===== src/rtl/uart_irq_pkg.sv =====
package uart_irq_pkg;
  localparam int NSRC = 4;
  localparam int ID_W = 3;

  // enable / source bit positions
  localparam int SRC_RX = 0;
  localparam int SRC_TX = 1;
  localparam int SRC_LS = 2;
  localparam int SRC_MS = 3;

  typedef enum logic [ID_W-1:0] {
    ID_NONE    = 3'b001,
    ID_LINE    = 3'b110,
    ID_RXDATA  = 3'b100,
    ID_TXEMPTY = 3'b010,
    ID_MODEM   = 3'b000
  } irq_id_e;

  // fixed priority: line status > rx data > tx empty > modem
  function automatic logic [ID_W-1:0] encode_id(input logic [NSRC-1:0] act);
    logic [ID_W-1:0] r;
    if (act[SRC_LS])      r = ID_LINE;
    else if (act[SRC_RX]) r = ID_RXDATA;
    else if (act[SRC_TX]) r = ID_TXEMPTY;
    else if (act[SRC_MS]) r = ID_MODEM;
    else                  r = ID_NONE;
    return r;
  endfunction
endpackage


===== src/rtl/uart_irq_flag.sv =====
module uart_irq_flag (
  input  logic clk,
  input  logic rst_n,
  input  logic set,
  input  logic clr,
  output logic q,
  output logic d
);
  // set wins over clear in the same cycle
  assign d = set | (q & ~clr);

  always_ff @(posedge clk or negedge rst_n) begin
    if (!rst_n) q <= 1'b0;
    else        q <= d;
  end
endmodule


===== src/rtl/uart_irq_enc.sv =====
module uart_irq_enc
  import uart_irq_pkg::*;
(
  input  logic [NSRC-1:0] pend,
  input  logic [NSRC-1:0] mask,
  output logic [NSRC-1:0] act,
  output logic [ID_W-1:0] id,
  output logic            any
);
  assign act = pend & mask;
  assign any = |act;
  assign id  = encode_id(act);
endmodule


===== src/rtl/uart_irq_prio.sv =====
module uart_irq_prio
  import uart_irq_pkg::*;
(
  input  logic            clk,
  input  logic            rst_n,
  input  logic [NSRC-1:0] ier,
  input  logic            ls_evt,
  input  logic            lsr_rd,
  input  logic            rx_lvl,
  input  logic            tx_evt,
  input  logic            thr_wr,
  input  logic            iir_rd,
  input  logic            ms_evt,
  input  logic            msr_rd,
  output logic            irq,
  output logic [ID_W-1:0] iir_id
);
  // named internal events
  logic            tx_clr_by_id;
  logic [NSRC-1:0] set_vec;
  logic [NSRC-1:0] clr_vec;
  logic [NSRC-1:0] pend_q;
  logic [NSRC-1:0] pend_nx;
  logic [NSRC-1:0] act_nx;
  logic [ID_W-1:0] id_nx;
  logic            any_nx;

  assign tx_clr_by_id = iir_rd && (iir_id == ID_TXEMPTY);

  always_comb begin
    set_vec         = '0;
    clr_vec         = '0;
    set_vec[SRC_RX] = rx_lvl;
    clr_vec[SRC_RX] = ~rx_lvl;
    set_vec[SRC_TX] = tx_evt;
    clr_vec[SRC_TX] = thr_wr | tx_clr_by_id;
    set_vec[SRC_LS] = ls_evt;
    clr_vec[SRC_LS] = lsr_rd;
    set_vec[SRC_MS] = ms_evt;
    clr_vec[SRC_MS] = msr_rd;
  end

  for (genvar g = 0; g < NSRC; g++) begin : g_src
    if (g == SRC_RX) begin : g_level
      assign pend_nx[g] = set_vec[g] & ~clr_vec[g];
      assign pend_q[g]  = 1'b0;
    end else begin : g_sticky
      uart_irq_flag u_flag (
        .clk  (clk),
        .rst_n(rst_n),
        .set  (set_vec[g]),
        .clr  (clr_vec[g]),
        .q    (pend_q[g]),
        .d    (pend_nx[g])
      );
    end
  end

  uart_irq_enc u_enc (
    .pend(pend_nx),
    .mask(ier),
    .act (act_nx),
    .id  (id_nx),
    .any (any_nx)
  );

  always_ff @(posedge clk or negedge rst_n) begin
    if (!rst_n) begin
      irq    <= 1'b0;
      iir_id <= ID_NONE;
    end else begin
      irq    <= any_nx;
      iir_id <= id_nx;
    end
  end
endmodule


===== config.mk =====
export PLATFORM = sky130hd
export DESIGN_NAME = uart_irq_prio
export DESIGN_NICKNAME = d
export VERILOG_FILES = /design/src/rtl/uart_irq_pkg.sv /design/src/rtl/uart_irq_flag.sv /design/src/rtl/uart_irq_enc.sv /design/src/rtl/uart_irq_prio.sv
export SDC_FILE = /design/constraint.sdc
export NUM_CORES = 1
export LEC_CHECK = 0
export ABC_AREA = 1
export BUFFER_PORTS_ARGS = -buffer_cell sky130_fd_sc_hd__buf_2
export CAP_MARGIN = 10
export CORE_AREA = 10 10 47 49
export CTS_CLUSTER_DIAMETER = 50
export DETAILED_ROUTE_END_ITERATION = 10
export DIE_AREA = 0 0 57 59
export MAX_ROUTING_LAYER = met4
export SLEW_MARGIN = 20
export SYNTH_ARGS = -nofsm -noshare
export SYNTH_HDL_FRONTEND = slang
export SYNTH_HIERARCHICAL = 1
export SYNTH_SLANG_ARGS = --single-unit

===== constraint.sdc =====
create_clock -name clk -period 2.1 [get_ports clk]
set_input_delay 0.315 -clock clk [delete_from_list [all_inputs] [get_ports clk]]
set_output_delay 0.315 -clock clk [all_outputs]
set_load 0.03 [all_outputs]

# Word level (Yosys, flattened, before mapping)
# Index checks and enable logic that the tools add are counted.
[totals]
latchBits = 0
wordCells = 23
rom_bits = 0
reg_bits = 7
memories = 0
mem_bits_rw = 0
[op_classes]
order_cmp = 0
add_sub_neg = 0
n_div = 0
mux = 4
shift = 0
n_mul = 0
n_reduce_logical = 2
n_eq_ne = 1
n_bitwise = 11
[op_table]
columns = ["cell", "n"]
rows = [
  ["2-to-1 mux 3 bit", 3],
  ["bitwise AND 4 bit", 1],
  ["OR 1 bit", 4],
  ["OR reduction 4 bit", 1],
  ["bitwise AND 1 bit", 3],
  ["equality test 3 x 2 -> 1 bit (second input constant)", 1],
  ["NOT 1 bit", 3],
  ["logical AND 1 bit", 1],
  ["2-to-1 mux 1 bit", 1],
]

# Longest topological paths before layout
[depth]
depth_word = 11
depth_mapped = 11
ltp_nobuf = 11

# By module
# The synthesis kept the hierarchy.
[modules_own_cells]
columns = ["module", "instances", "seq_area_each_um2", "area_each_um2", "cells_each"]
rows = [
  ["uart_irq_prio", 1, 101.3, 123.9, 10],
  ["uart_irq_flag", 3, 25.0, 40.0, 5],
  ["uart_irq_enc", 1, 0.0, 75.1, 16],
]

# Worst setup path after synthesis
# No wires, ideal clock.
[synth_path]
path_kind = "reg-to-reg"
startpoint = "register iir_id[0]"
endpoint = "register irq"
required_time_ns = 2.036
path_slack_ns = 0.928
t_arrival_ns = 1.108
synth_period_minus_slack_ns = 1.172
path_stages_with_launch = 11
setup_time_ns = 0.064
path_buffers = 0
cell_sequence = "dfstp_2 nor2_1 nand2_1 nand2_1 inv_1 nand2_1 nand2_1 nand2_1 nand2_1 inv_1 nand2_2"
[synth_via]
elab_chain_cells = 8
[synth_rtl]
columns = ["item", "line_no", "text"]
rows = [
  ["start, declared", "uart_irq_prio.sv:16", "output logic [ID_W-1:0] iir_id"],
  ["start signal, assigned", "uart_irq_prio.sv:73", "iir_id <= id_nx;"],
  ["equality test 3 x 2 -> 1 bit", "uart_irq_prio.sv:28", "assign tx_clr_by_id = iir_rd && (iir_id == ID_TXEMPTY);"],
  ["logical AND 1 bit", "uart_irq_prio.sv:28", ""],
  ["OR 1 bit", "uart_irq_prio.sv:36", "clr_vec[SRC_TX] = thr_wr | tx_clr_by_id;"],
  ["via clr_vec[1]", "uart_irq_prio.sv:21", "logic [NSRC-1:0] clr_vec;"],
  ["NOT 1 bit", "uart_irq_flag.sv:10", "assign d = set | (q & ~clr);"],
  ["bitwise AND 1 bit", "uart_irq_flag.sv:10", ""],
  ["OR 1 bit", "uart_irq_flag.sv:10", ""],
  ["via pend_nx[1]", "uart_irq_prio.sv:23", "logic [NSRC-1:0] pend_nx;"],
  ["bitwise AND 4 bit", "uart_irq_enc.sv:10", "assign act = pend & mask;"],
  ["OR reduction 4 bit", "uart_irq_enc.sv:11", "assign any = |act;"],
  ["via any_nx", "uart_irq_prio.sv:26", "logic any_nx;"],
  ["end signal, assigned", "uart_irq_prio.sv:72", "irq <= any_nx;"],
  ["end, declared", "uart_irq_prio.sv:15", "output logic irq,"],
]
# The timed path passes the listed nets, and every way through them passes these cells.

# Worst setup path after layout
[layout_path]
startpoint = "register iir_id[0]"
endpoint = "output port iir_id[0]"
# No word-level cell between the ends.

==> results.py <==
metrics = {
    "route": {
        "wl_per_cell_um": 8.61,
        "vias": 264,
        "firstDrtPassIters": 2,
        "drt-initial-drc-count": 4,
        "top_layer": "met3",
        "vias_per_cell": 3.47,
        "met1Wirelength_um": 253,
        "postRouteAntennaNets": 0,
        "dr_wl_met3_um": 77,
        "drc": 0,
        "dr_wl_met2_um": 323,
        "routed_wl_um": 654,
    },
    "clock_network": {
        "postCtsSetupBuffers": 0,
        "cts_tree": "built",
        "cts_resized": 0,
        "clkLatencyLatePin_ns": 0.24,
        "cts_buffer_depth": 2,
        "cts_max_level": 1,
        "clk_pin_slew_ns": 0.05,
        "numClockSinks": 7,
        "clock_tree.root_cell": "clkbuf_4",
        "cts_buffers": 3,
        "holdBufCountCts": 1,
    },
    "sta": {
        "tightest_slew_ns": 0.152,
        "hold_viol_final": 0,
        "slew_violations": 0,
        "period_needed_ns": 1.27,
        "setup_tns_ns": 0,
        "relSlewSlack_pct": 89.8,
        "fin_hold_ws_ns": 0.280,
        "min_period_over_period_pct": 60.4,
        "setup_viol": 0,
        "skew_ns": 0.000219,
        "max_freq_mhz": 789,
        "rsz0062_at_grt": "no",
    },
    "floorplanning": {
        "die_w_um": 57,
        "start_util_pct": 22.0,
        "io_pins": 18,
        "coreArea_um2": 1400,
        "die_h_um": 59,
        "rows": 14,
        "dieArea_um2": 3360,
    },
    "critical_path": {
        "critPathKind": "reg2out",
        "critical-path-top-delay-family": "flip-flops",
        "setup.worst_path.start_class": "flip-flop",
        "critPathMaxStageDelay_ns": 0.52,
        "cp_num_buf_inv": 1,
        "crit_required_ns": 1.78,
        "slowest_stage": "dfstp_2",
        "end_kind": "output port",
        "worstReg2RegStart": "iir_id[0]",
        "worst-path-max-fanout": 2,
        "worstSetupStartpoint": "iir_id[0]",
        "worstPathCellList": "buf_2",
        "worstPathArrival_ns": 0.95,
    },
    "global_route": {
        "grt_start_max_net_pins": 8,
        "first_global_vias": 291,
        "grt_overflow": 0,
        "antenna_found_initial": 0,
        "grt_pass1_wl_um": 1100,
        "grtUsageTotal_pct": 4.38,
    },
    "power": {
        "vdd_drop_max_v": 0.000252,
        "p_per_area_nw_per_um2": 737,
        "p_leak_nw": 0.282,
    },
    "min_path": {
        "hold_path_class": "in2reg",
        "min_from": "tx_evt",
    },
    "run": {
        "drv_cap": 0,
    },
    "yosys": {
        "syn_inst": 38,
        "yosysWarnings": 6,
        "syn_area_um2": 308,
        "syn-num-nets": 52,
        "synth.avg_cell_area_um2": 8.10,
    },
    "placement": {
        "io_buffer_count": 17,
        "placed_area_um2": 413,
        "hpwlAfterDp_um": 578,
        "place_congestion": 0.706,
    },
    "final_layout": {
        "final_cell_mix": "17 x buf_2, 14 x nand2_1, 10 x inv_1",
        "fillers": 159,
        "design_area_um2": 449,
        "syn_to_final_growth_pct": 45.9,
        "drive_gt1_share_pct": 43.3,
        "layout_commonest_cell": "buf_2",
        "antenna_cells": 0,
        "nets": 75,
    },
    "outcome": {
        "status": "completed",
    },
}
==> cell type report <==
cell class	instances	area [µm²]	area share (%)
well taps	16	20.0	4.46
repair buffers	18	95.1	21.2
multi-input cells	20	90.1	20.1
clock buffers	4	26.3	5.85
inverters	11	41.3	9.19
flip-flops and latches	7	176	39.3
==> final timing paths <==
kind                       depth (start not counted)                          to  slack (ns)
min in group asynchronous                          2  g_src[1].g_sticky.u_flag/q        0.42
setup reg to reg                                  10                         irq        0.99
hold reg to reg                                    2  g_src[3].g_sticky.u_flag/q        0.47
hold / removal                                     3  g_src[1].g_sticky.u_flag/q        0.28
max in group asynchronous                          2                   iir_id[0]        1.45
setup / recovery                                   1                   iir_id[0]        0.83
==> registers in the layout, summed over array words and instances (netlist names) <==
name and count:
g_src.g_sticky.u_flag/q 3, irq 1, iir_id 3
==> power breakdown <==
part           internal [mW]  switching [mW]  total (mW)  leakage [nW]
sequential             0.147         0.00347       0.151        0.0764
combinational         0.0236          0.0379      0.0615         0.191
clock                 0.0723          0.0465       0.119        0.0150
==> metal layers <==
metal	track usage, %	vias to the layer above
met1	3.74	107
li1	-	147
met2	6.51	10
met5	-	-
met4	3.02	0
met3	3.43	0
==> stage by stage <==
step                worst slack (ns)  cells  total power, mW  util, %
floorplan                      0.928     38            0.189        -
global route                   0.807     76            0.356     32.1
detailed placement             0.992     71            0.214     29.5
global placement                1.01     71            0.213     29.5
finish                         0.832     76            0.331     32.1
CTS                            0.817     76            0.339     32.1
Power figures use the tool's default switching activity.
